$ cat src/rtl/pwm_pkg.sv
package pwm_pkg;
  // Register addresses of the write port
  localparam int unsigned ADDR_CTRL  = 0;
  localparam int unsigned ADDR_WRAP  = 1;
  localparam int unsigned ADDR_LVL_A = 2;
  localparam int unsigned ADDR_LVL_B = 3;
  localparam int unsigned ADDR_DIV   = 4;

  // Strobes from the control block to the datapath
  typedef struct packed {
    logic enable;
    logic tick;
  } slice_strb_t;
endpackage

$ cat src/rtl/pwm_duty_conv.sv
module pwm_duty_conv #(
  parameter int unsigned CNT_W = 16
) (
  input  logic [CNT_W-1:0] dutyReq,
  input  logic [CNT_W-1:0] wrapVal,
  output logic [CNT_W-1:0] dutyLevel
);
  localparam logic [CNT_W-1:0]   FULL  = {CNT_W{1'b1}};
  localparam logic [2*CNT_W-1:0] DENOM = (2*CNT_W)'(FULL) - 1'b1;
  localparam logic [2*CNT_W-1:0] HALF  = DENOM >> 1;

  logic [2*CNT_W-1:0] scaled;
  logic [2*CNT_W-1:0] quot;
  logic [CNT_W:0]     wrapPlusOne;

  always_comb begin
    scaled      = (2*CNT_W)'(dutyReq) * (2*CNT_W)'(wrapVal) + HALF;
    quot        = scaled / DENOM;
    wrapPlusOne = (CNT_W+1)'(wrapVal) + 1'b1;
    if (dutyReq == FULL) begin
      dutyLevel = wrapPlusOne[CNT_W] ? FULL : wrapPlusOne[CNT_W-1:0];
    end else begin
      dutyLevel = quot[CNT_W-1:0];
    end
  end
endmodule

$ cat src/rtl/pwm_ctrl.sv
module pwm_ctrl
  import pwm_pkg::*;
#(
  parameter int unsigned CNT_W  = 16,
  parameter int unsigned INT_W  = 8,
  parameter int unsigned FRAC_W = 4,
  parameter int unsigned ADDR_W = 3
) (
  input  logic                   clk,
  input  logic                   rstN,
  input  logic                   wrEn,
  input  logic [ADDR_W-1:0]      wrAddr,
  input  logic [CNT_W-1:0]       wrData,
  output slice_strb_t            strb,
  output logic [CNT_W-1:0]       stageWrap,
  output logic [1:0][CNT_W-1:0]  stageLevel
);
  localparam logic [CNT_W-1:0] WRAP_MAX = {{(CNT_W-1){1'b1}}, 1'b0};
  localparam int unsigned      DCNT_W   = INT_W + 1;

  logic               enableQ;
  logic [INT_W-1:0]   divIntQ;
  logic [FRAC_W-1:0]  divFracQ;
  logic [DCNT_W-1:0]  divCnt;
  logic [FRAC_W-1:0]  phaseQ;
  logic               extraQ;
  logic [DCNT_W-1:0]  intEff;
  logic [DCNT_W-1:0]  limit;
  logic [FRAC_W:0]    phaseSum;
  logic               tick;

  // Register bank
  always_ff @(posedge clk) begin
    if (!rstN) begin
      enableQ    <= 1'b0;
      stageWrap  <= WRAP_MAX;
      stageLevel <= '0;
      divIntQ    <= INT_W'(1);
      divFracQ   <= '0;
    end else if (wrEn) begin
      case (wrAddr)
        ADDR_W'(ADDR_CTRL):  enableQ <= wrData[0];
        ADDR_W'(ADDR_WRAP):  stageWrap <= (wrData > WRAP_MAX) ? WRAP_MAX : wrData;
        ADDR_W'(ADDR_LVL_A): stageLevel[0] <= wrData;
        ADDR_W'(ADDR_LVL_B): stageLevel[1] <= wrData;
        ADDR_W'(ADDR_DIV): begin
          divIntQ  <= wrData[FRAC_W +: INT_W];
          divFracQ <= wrData[FRAC_W-1:0];
        end
        default: ;
      endcase
    end
  end

  // Fractional clock-enable divider
  always_comb begin
    intEff   = (divIntQ == '0) ? DCNT_W'(1) : DCNT_W'(divIntQ);
    limit    = intEff + DCNT_W'(extraQ);
    tick     = enableQ && (divCnt >= limit);
    phaseSum = (FRAC_W+1)'(phaseQ) + (FRAC_W+1)'(divFracQ);
  end

  always_ff @(posedge clk) begin
    if (!rstN || !enableQ) begin
      divCnt <= DCNT_W'(1);
      phaseQ <= '0;
      extraQ <= 1'b0;
    end else if (tick) begin
      divCnt <= DCNT_W'(1);
      phaseQ <= phaseSum[FRAC_W-1:0];
      extraQ <= phaseSum[FRAC_W];
    end else begin
      divCnt <= divCnt + 1'b1;
    end
  end

  assign strb.enable = enableQ;
  assign strb.tick   = tick;
endmodule

$ cat src/rtl/pwm_dp.sv
module pwm_dp
  import pwm_pkg::*;
#(
  parameter int unsigned CNT_W = 16,
  parameter int unsigned NCH   = 2
) (
  input  logic                     clk,
  input  logic                     rstN,
  input  slice_strb_t              strb,
  input  logic [CNT_W-1:0]         stageWrap,
  input  logic [NCH-1:0][CNT_W-1:0] stageLevel,
  output logic [CNT_W-1:0]         count,
  output logic [CNT_W-1:0]         activeWrap,
  output logic [NCH-1:0][CNT_W-1:0] activeLevel,
  output logic [NCH-1:0]           pwmOut,
  output logic                     wrapPulse
);
  logic atWrap;

  assign atWrap    = (count == activeWrap);
  assign wrapPulse = strb.tick && atWrap;

  always_ff @(posedge clk) begin
    if (!rstN) begin
      count       <= '0;
      activeWrap  <= '0;
      activeLevel <= '0;
    end else if (!strb.enable) begin
      count       <= '0;
      activeWrap  <= stageWrap;
      activeLevel <= stageLevel;
    end else if (strb.tick) begin
      if (atWrap) begin
        count       <= '0;
        activeWrap  <= stageWrap;
        activeLevel <= stageLevel;
      end else begin
        count <= count + 1'b1;
      end
    end
  end

  for (genvar ch = 0; ch < NCH; ch++) begin : g_chan
    assign pwmOut[ch] = strb.enable && (count < activeLevel[ch]);
  end
endmodule

$ cat src/rtl/pwm_slice.sv
module pwm_slice
  import pwm_pkg::*;
#(
  parameter int unsigned CNT_W  = 16,
  parameter int unsigned INT_W  = 8,
  parameter int unsigned FRAC_W = 4,
  parameter int unsigned ADDR_W = 3
) (
  input  logic              clk,
  input  logic              rstN,
  input  logic              wrEn,
  input  logic [ADDR_W-1:0] wrAddr,
  input  logic [CNT_W-1:0]  wrData,
  input  logic [CNT_W-1:0]  dutyReq,
  output logic [CNT_W-1:0]  dutyLevel,
  output logic              pwmA,
  output logic              pwmB,
  output logic              wrapPulse
);
  slice_strb_t             strb;
  logic [CNT_W-1:0]        stageWrap;
  logic [1:0][CNT_W-1:0]   stageLevel;
  logic [CNT_W-1:0]        count;
  logic [CNT_W-1:0]        activeWrap;
  logic [1:0][CNT_W-1:0]   activeLevel;
  logic [1:0]              pwmOut;

  pwm_ctrl #(.CNT_W(CNT_W), .INT_W(INT_W), .FRAC_W(FRAC_W), .ADDR_W(ADDR_W)) i_ctrl (
    .clk(clk), .rstN(rstN), .wrEn(wrEn), .wrAddr(wrAddr), .wrData(wrData),
    .strb(strb), .stageWrap(stageWrap), .stageLevel(stageLevel)
  );

  pwm_dp #(.CNT_W(CNT_W), .NCH(2)) i_dp (
    .clk(clk), .rstN(rstN), .strb(strb), .stageWrap(stageWrap),
    .stageLevel(stageLevel), .count(count), .activeWrap(activeWrap),
    .activeLevel(activeLevel), .pwmOut(pwmOut), .wrapPulse(wrapPulse)
  );

  pwm_duty_conv #(.CNT_W(CNT_W)) i_conv (
    .dutyReq(dutyReq), .wrapVal(stageWrap), .dutyLevel(dutyLevel)
  );

  assign pwmA = pwmOut[0];
  assign pwmB = pwmOut[1];
endmodule

$ cat config.mk
export PLATFORM = sky130hd
export DESIGN_NAME = pwm_slice
export DESIGN_NICKNAME = d
export VERILOG_FILES = /design/src/rtl/pwm_pkg.sv /design/src/rtl/pwm_duty_conv.sv /design/src/rtl/pwm_ctrl.sv /design/src/rtl/pwm_dp.sv /design/src/rtl/pwm_slice.sv
export SDC_FILE = /design/constraint.sdc
export NUM_CORES = 1
export LEC_CHECK = 0
export BUFFER_PORTS_ARGS = -buffer_cell sky130_fd_sc_hd__buf_2
export CAP_MARGIN = 20
export CORE_ASPECT_RATIO = 0.9
export CORE_MARGIN = 2
export CORE_UTILIZATION = 50
export DETAILED_ROUTE_END_ITERATION = 10
export PLACE_DENSITY_LB_ADDON = 0.25
export SETUP_SLACK_MARGIN = 0.1
export SYNTH_ARGS = -nofsm -noshare
export SYNTH_HDL_FRONTEND = slang
export SYNTH_SLANG_ARGS = --single-unit
$ cat constraint.sdc
create_clock -name clk -period 57.7 [get_ports clk]
set_clock_uncertainty 0.2 [all_clocks]
set_input_delay 8.655 -clock clk [delete_from_list [all_inputs] [get_ports clk]]
set_output_delay 8.655 -clock clk [all_outputs]
set_load 0.05 [all_outputs]
==> results of run 1 <==
==> per-stage QoR <==
stage	hold WS, ps	cells
6_report	259	3679
2_1_floorplan	236	3091
4_1_cts	263	3677
3_5_place_dp	255	3645
5_1_grt	285	3679
3_3_place_gp	243	3644
==> logic make-up (layout without fill, tap and decap cells) <==
family / after synthesis / count (layout) / synth area share
flops: 139 / 139 / 0.116
fa+ha+maj: 355 / 355 / 0.250
xor+xnor: 144 / 144 / 0.0525
simple gates: 1305 / 1305 / 0.285
mux: 63 / 63 / 0.0271
compound gates: 660 / 660 / 0.201
buf+inv: 425 / 389 / 0.0680
==> per-layer routing <==
metal,up-vias,global-route usage
li1,10700,-
met1,11200,0.405
met2,899,0.453
met3,112,0.0339
met4,0,0.0620
met5,-,0
==> flip-flops by register name, indices dropped and copies added, names as in the netlist <==
signal and flops:
i_ctrl.phaseQ 4, i_ctrl.divCnt 9, i_ctrl.divIntQ 8, i_ctrl.stageLevel 32, i_dp.activeWrap 16, i_ctrl.extraQ 1
i_ctrl.divFracQ 4, i_dp.count 16, i_dp.activeLevel 32, i_ctrl.enableQ 1, i_ctrl.stageWrap 16
==> cells in the mapped netlist (36+ instances only) <==
library cell	number	area share
nor3_1	71	0.015
ha_1	145	0.076
mux2i_1	47	0.020
o21ai_0	77	0.016
nor2_1	178	0.028
nand4_1	60	0.016
nand2_1	427	0.067
and2_1	140	0.036
nand2b_1	38	0.0099
and3_1	36	0.0094
a21oi_1	146	0.030
fa_1	209	0.17
clkbuf_1	110	0.017
a21boi_0	50	0.016
xor2_1	69	0.025
inv_1	284	0.044
nand3_1	101	0.021
dfxtp_1	139	0.12
nor2b_1	72	0.019
xnor2_1	75	0.027
==> worst max-delay path: cells and delay by family <==
family	cells	cell delay [ps]
fa+ha+maj	7	3520
compound gates	24	8850
simple gates	21	8040
mux	2	810
xor+xnor	2	730
buf+inv	6	740
==> how the worst min path moves through the flow <==
stage	startpoint	depth (start not counted)	slack (ps)	to
finish	i_ctrl.phaseQ[3]	2	260	i_ctrl.phaseQ[3]
global route	i_ctrl.stageLevel[18]	2	280	i_ctrl.stageLevel[18]
CTS	i_ctrl.phaseQ[3]	2	260	i_ctrl.phaseQ[3]
detailed placement	i_ctrl.phaseQ[3]	2	260	i_ctrl.phaseQ[3]
global placement	i_ctrl.phaseQ[3]	2	240	i_ctrl.phaseQ[3]
floorplan	i_ctrl.phaseQ[0]	2	240	i_ctrl.phaseQ[0]
==> final cells by class <==
class                      instances  area (µm²)  share of cell area
clock inverter                    14         146             0.00580
tap                              624         781              0.0309
timing repair buffer              73         428              0.0170
clock buffer                      18         439              0.0174
sequential                       139        2780               0.110
inverter                         284        1070              0.0422
multi-input combinational       2527       19600               0.776
==> out/results.ini, run 1 <==
[final_layout]
finalInstanceArea_um2=25200
final_cell_mix=nand2_1, inv_1, fa_1
layout_commonest_cell=nand2_1
num_antenna_cells=0
drive_above_1_share=0.0766
num-fill-cells=4495
area_growth_syn_to_layout_pct=5.15
nNetsFinal=3434
utilization=0.530

[global_routing]
grt_pass1_wl_um=116000
grt.overflow.total=0
grt_max_degree=113
first_global_vias=22100
antenna_found_initial=0
grt_usage=0.282

[setup_path]
cp.required_ps=48850
reg2reg_slack_ps=52840
crit_start=dutyReq[5]
start_kind=primary input
cp_slowest_stage_delay_ps=770
crit_path_end=dutyLevel[0]
crit_slowest_cell=o31ai_2
cp.arrival_ps=31410
worstPathMaxFanout=17
timing.critical_path.mode_cell=fa_1
r2r-start=i_ctrl.divIntQ[3]
timing.rr.end=i_dp.activeWrap[1]
reg2reg_depth=19
crit_path_end_kind=primary output
worstSetupPathType=primary input to primary output

[die]
std_cell_rows=76
io_pins=57
die-area_um2=49800
fp.dieH_um=212
die_x_um=235
initial_core_util=0.504
core-area_um2=47600

[clock_network]
clk_pin_slew_ps=60
clock_latency_ps=430
ctsResizeCount=0
ctsRootBufferMaster=clkbuf_16
h-tree-depth=4
cts_num_sinks=139
hold_buffers=0
cts_tree=built
cts_made_buffers=17
post-cts-setup-buffers=0
clock_path_buffers=2

[routing]
drt-met1-wl_um=33200
dr_wl_met3_um=4720
drt-total-wl_um=71400
drt_iter0_drc=2165
vias=22900
wl_met2_um=32100
highest_layer=met4
drtAntennaViolNets=0
routedWlPerCell_um=19.4
dr.pass1.iters=7
viasPerCell=6.23
drc_errors=0

[timing]
min_period_over_period=0.698
worst_slack_ps=17430
worst_pin_slew_ps=1170
rsz0062_at_grt=false
hold_viol=0
period_minus_slack_ps=40270
fmax_mhz=24.8
finalMaxSlewViolations=0
setup_tns_ps=0
finalSetupViolCount=0
relSlewSlack=0.217

[placement]
portBuffers=56
place.gp.congestion=0.957
pre_cts_ws_ps=17960
dp_hpwl_um=56400
place_area_um2=24600

[logic_synthesis]
synth-warning-count=0
synth_nets=3483
synthDistinctLibCells=127
yosysSeqAreaShare=0.116
synthCells=3091
ys_async_sr_fraction=0
synth-edff-count=0
syn-cell-area_um2=24000
ys_ff_latch=139
synth_ff_type=dfxtp_1
synth.avg_cell_area_um2=7.77

[status]
status=finished clean

[job]
max_cap_viol_count=0

[hold_path]
min_path_type=flip-flop to flip-flop

Power of run 1 is not shown: default switching activity piles up to over one toggle a cycle in this logic, so the estimate is an artifact.
==> run 2, diff against run 1 <==
clock period = 41.3 ns   (was 57.7 ns; I/O delays follow)
==> run 2 against run 1 <==
  * Non-clock buffer count increased by 2
  * Flip-flop and latch count unchanged
  * Critical path type unchanged
  * Worst hold slack improved by 5.6 ps
  * Wire length increased by 0.23%
  * First-iteration DRC count decreased by 0.51%
  * Largest cell class unchanged
  * Via count about the same
  * Count of clock-buffer cells in the layout increased by 3
  * Cell count about the same
  * Register-to-register slack got worse by 16000 ps
  * Core utilization increased by 0.24 points
  * Critical path depth unchanged
  * Global-route usage increased by 0.10 points
==> out/results.ini, run 2 (synthesis results as in run 1) <==
[status]
status=finished clean

[timing]
worst_pin_slew_ps=1180  ; +3.93 ps
relSlewSlack=0.214  ; -0.00263
fmax_mhz=28.4
min_period_over_period=0.853
finalSetupViolCount=0  ; unchanged
worst_slack_ps=6090  ; -11340 ps
whs_ps=265  ; +5.59 ps
rsz0062_at_grt=false
finalMaxSlewViolations=0  ; unchanged
period_minus_slack_ps=35210
hold_viol=0  ; unchanged
setup_tns_ps=0  ; unchanged

[die]
die-area_um2=49800  ; unchanged
std_cell_rows=76  ; unchanged
io_pins=57  ; unchanged
initial_core_util=0.504  ; unchanged
die_x_um=235  ; unchanged
fp.dieH_um=212  ; unchanged
core-area_um2=47600  ; unchanged

[global_routing]
grt_pass1_wl_um=117000  ; +0.17%
grt_util_met3=0.0395  ; +0.00561
grt.overflow.total=0  ; unchanged
grt_max_degree=113  ; unchanged
first_global_vias=22200  ; +0.54%
grt-busiest-layer=met2
grtUsageMet2=0.463  ; +0.00963
antenna_found_initial=0  ; unchanged
grt_usage=0.283  ; +0.00104
gr-usage-met1=0.400  ; -0.00556

[routing]
routedWlPerCell_um=19.4  ; +0.15%
drtAntennaViolNets=0  ; unchanged
vias=22900  ; +0.087%
viasPerCell=6.23  ; about the same
dr.pass1.iters=6  ; -1
drt-total-wl_um=71600  ; +0.23%
drc_errors=0  ; unchanged
drt_iter0_drc=2154  ; -0.51%

[placement]
place.gp.congestion=0.953  ; -0.51%
pre_cts_ws_ps=6530  ; -11430 ps
dp_hpwl_um=56700  ; +0.57%
portBuffers=56  ; unchanged

[setup_path]
cp_slowest_stage_delay_ps=770  ; about the same
worstSetupPathType=primary input to primary output
cp.required_ps=34910  ; -13940 ps
crit_slowest_cell=o31ai_2
cp.arrival_ps=28820  ; -2590 ps
timing.critical_path.mode_cell=fa_1
start_kind=primary input
worstPathMaxFanout=17  ; unchanged
crit_path_end_kind=primary output

[clock_network]
hold_buffers=0  ; unchanged
ctsResizeCount=0  ; unchanged
h-tree-depth=4  ; unchanged
cts_num_sinks=139  ; unchanged
clock_latency_ps=410  ; -20 ps
cts_made_buffers=17  ; unchanged
clock_path_buffers=2  ; unchanged
post-cts-setup-buffers=0  ; unchanged
ctsRootBufferMaster=clkbuf_16
clk_pin_slew_ps=60  ; about the same
cts_tree=built

[final_layout]
multi_input_area_um2=19600  ; unchanged
top_regs=i_ctrl.stageLevel (32), i_dp.activeLevel (32)
num-fill-cells=4486  ; -0.20%
drive_above_1_share=0.0769  ; +0.000277
layout_commonest_cell=nand2_1
area_growth_syn_to_layout_pct=5.63
regArea_um2=2780  ; unchanged
nNetsFinal=3436  ; +0.058%
final_cell_mix=nand2_1, inv_1, fa_1

[job]
max_cap_viol_count=0  ; unchanged

[hold_path]
min_path_type=flip-flop to flip-flop

run 2: area by class of cell:
class / instances / share of cell area
Antenna cell: 1 / 0.0000987
Sequential cell: 139 / 0.110
Clock inverter: 11 / 0.00839
Clock buffer: 21 / 0.0186
Inverter: 284 / 0.0420
Timing Repair Buffer: 75 / 0.0175
Multi-Input combinational cell: 2527 / 0.773
Tap cell: 624 / 0.0308
run 2: critical path: cells and delay by family:
family / cells / cell delay (ps)
xor gates and xnor gates: 2 / 670
and+or+nand+nor: 20 / 7240
adders and majority gates: 7 / 3550
AOI/OAI and AO/OA: 25 / 9600
muxes: 2 / 760
buffers and inverters: 6 / 730
run 2: layer usage:
layer  vias to the layer above  share of wire
met2                       843           0.46
met1                     11300           0.46
met4                         0          0.013
met3                        86          0.065
met5                         -              0
li1                      10700              -
run 2: final timing paths:
path	startpoint	end	slack [ps]	depth (start not counted)
max reg2reg	i_ctrl.divIntQ[3]	i_dp.activeLevel[16]	36540	20
max	dutyReq[4]	dutyLevel[0]	6090	62
min reg2reg	i_ctrl.stageLevel[18]	i_ctrl.stageLevel[18]	270	2
min	i_ctrl.stageLevel[18]	i_ctrl.stageLevel[18]	270	2
run 2: metrics by stage:
stage,utilization,instance area (µm²),instances
after floorplan,-,24000,3091
after global placement,0.517,24600,3646
after detailed placement,0.517,24600,3647
after CTS,0.531,25300,3679
after global routing,0.532,25400,3681
final,0.532,25400,3682
Power of run 2 is left out for the same reason.
==> run 3, diff against run 2 <==
ABC_AREA = 1   (was not set)
==> run 3 against run 2 <==
  * Synthesized cell count up 35%
  * Core utilization down 0.35 points
  * Worst hold slack worse by 12 ps
  * First-iteration DRC count down 2.0%
  * Sequential share of layout area down 0.77 points
  * Register-to-register slack worse by 50 ps
  * Non-clock buffer count up 4
  * Maximum frequency up 7.7%
  * Synthesized area up 8.6%
  * Via count up 9.3%
==> out/results.ini, run 3 <==
[status]
status=finished clean

[logic_synthesis]
synth-warning-count=0  ; unchanged
synth.avg_cell_area_um2=6.25  ; -20%
synthDistinctLibCells=67  ; -47%
syn-cell-area_um2=26100  ; +8.6%
yosysSeqAreaShare=0.107  ; -0.00918
synth_top_cell_by_area=nand2_1
synth_top_area_frac=0.166  ; -0.00843
yosysMostFrequentCell=nand2_1
ys_ff_latch=139  ; unchanged
synthCells=4173  ; +35%
ys_top_cells_by_area=nand2_1, fa_1, inv_1, dfxtp_1, ha_1
ys_async_sr_fraction=0  ; unchanged
synth_nets=4565  ; +31%
synth-edff-count=0  ; unchanged
synth_ff_type=dfxtp_1
synthTopCellsByCount=nand2_1, inv_1, nor2_1, nand3_1, fa_1

[setup_path]
worstSetupPathType=primary input to primary output
crit_path_end_kind=primary output
cp.required_ps=34910  ; about the same
cp_slowest_stage_delay_ps=590  ; -180 ps
worstPathMaxFanout=22  ; +5
crit_slowest_cell=fa_1
r2r-start=i_ctrl.divIntQ[6]
cp.arrival_ps=26310  ; -2510 ps
start_kind=primary input
timing.critical_path.mode_cell=nand2_1
crit_start=dutyReq[9]

[clock_network]
ctsRootBufferMaster=clkbuf_16
ctsResizeCount=0  ; unchanged
clock_path_buffers=2  ; unchanged
cts_made_buffers=17  ; unchanged
cts_tree=built
clock_latency_ps=430  ; +20 ps
cts_num_sinks=139  ; unchanged
clk_pin_slew_ps=60  ; about the same
h-tree-depth=4  ; unchanged
post-cts-setup-buffers=0  ; unchanged
hold_buffers=0  ; unchanged

[global_routing]
grt.overflow.total=0  ; unchanged
grt_pass1_wl_um=118000  ; +1.4%
grt_usage=0.267  ; -0.0163
antenna_found_initial=1  ; +1
grt_max_degree=111  ; -1.8%
first_global_vias=23700  ; +6.6%

[routing]
drt_iter0_drc=2111  ; -2.0%
dr.pass1.iters=6  ; unchanged
vias=25000  ; +9.3%
drtAntennaViolNets=0  ; unchanged
routedWlPerCell_um=14.6  ; -25%
viasPerCell=5.17  ; -17%
drc_errors=0  ; unchanged
drt-total-wl_um=70800  ; -1.1%

[placement]
portBuffers=56  ; unchanged
dp_hpwl_um=57500  ; +1.4%
place.gp.congestion=0.967  ; +1.5%

[die]
core-area_um2=51600  ; +8.3%
initial_core_util=0.505  ; +0.00137
die_x_um=245  ; +4.1%
die-area_um2=54000  ; +8.4%
fp.dieH_um=221  ; +4.1%
std_cell_rows=79  ; +3.9%
io_pins=57  ; unchanged

[timing]
setup_tns_ps=0  ; unchanged
fmax_mhz=30.6  ; +7.7%
worst_pin_slew_ps=1040  ; -141 ps
relSlewSlack=0.309  ; +0.0943
rsz0062_at_grt=false
finalMaxSlewViolations=0  ; unchanged
min_period_over_period=0.792  ; -0.0608
finalSetupViolCount=0  ; unchanged
hold_viol=0  ; unchanged
period_minus_slack_ps=32700  ; -2510 ps

[final_layout]
nNetsFinal=4540  ; +32%
num-fill-cells=5368  ; +20%
layout_commonest_cell=nand2_1
final_cell_mix=nand2_1, inv_1, nor2_1
top_regs=i_ctrl.stageLevel (32), i_dp.activeLevel (32)
drive_above_1_share=0.124  ; +0.0469
area_growth_syn_to_layout_pct=4.64
num_antenna_cells=0  ; -1

[job]
max_cap_viol_count=0  ; unchanged

[hold_path]
min_path_type=flip-flop to flip-flop
worstHoldStart=i_ctrl.stageLevel[23]

run 3: worst paths after layout:
check / endpoint / cells past startpoint / slack (ps)
max: dutyLevel[0] / 123 / 8600
min: i_dp.activeLevel[23] / 2 / 250
max reg2reg: i_dp.count[15] / 26 / 36490
min reg2reg: i_dp.activeLevel[23] / 2 / 250
run 3: metrics by stage:
stage	setup slack, ps	utilization	instances	instance area (µm²)	hold WS [ps]
6_report	8600	0.529	4849	27300	253
5_1_grt	6630	0.529	4849	27300	266
4_1_cts	8790	0.529	4849	27300	252
3_5_place_dp	8850	0.517	4817	26700	245
3_3_place_gp	8970	0.517	4816	26700	242
2_1_floorplan	12280	-	4173	26100	207
run 3: kinds of logic after synthesis:
family	synth area share
adders and majority gates	0.230
DFF	0.107
and+or+nand+nor	0.407
buffers and inverters	0.148
AOI/OAI and AO/OA	0.0871
xor gates and xnor gates	0.0218
run 3: cell type report:
class | count | area [µm²] | share of cell area
multi-input cells | 3071 | 19400 | 0.713
flip-flops and latches | 139 | 2780 | 0.102
well taps | 688 | 861 | 0.0316
inverters | 840 | 3160 | 0.116
clock buffers | 19 | 453 | 0.0166
clock inverters | 13 | 130 | 0.00477
repair buffers | 79 | 453 | 0.0166
run 3: layer usage:
layer / track usage / wire length [µm] / vias up
li1: - / - / 12700
met1: 0.378 / 33800 / 11500
met2: 0.423 / 30100 / 741
met3: 0.0444 / 5500 / 92
met4: 0.0622 / 1460 / 0
met5: 0 / 0 / -
run 3: worst max-delay path: cells and delay by family:
kind | cells | cell delay (ps)
AO/OA/AOI/OAI | 4 | 900
buffers and inverters | 11 | 1820
AND/OR/NAND/NOR | 101 | 13850
adder cells (fa/ha/maj) | 7 | 3490
Power of run 3 is left out for the same reason.
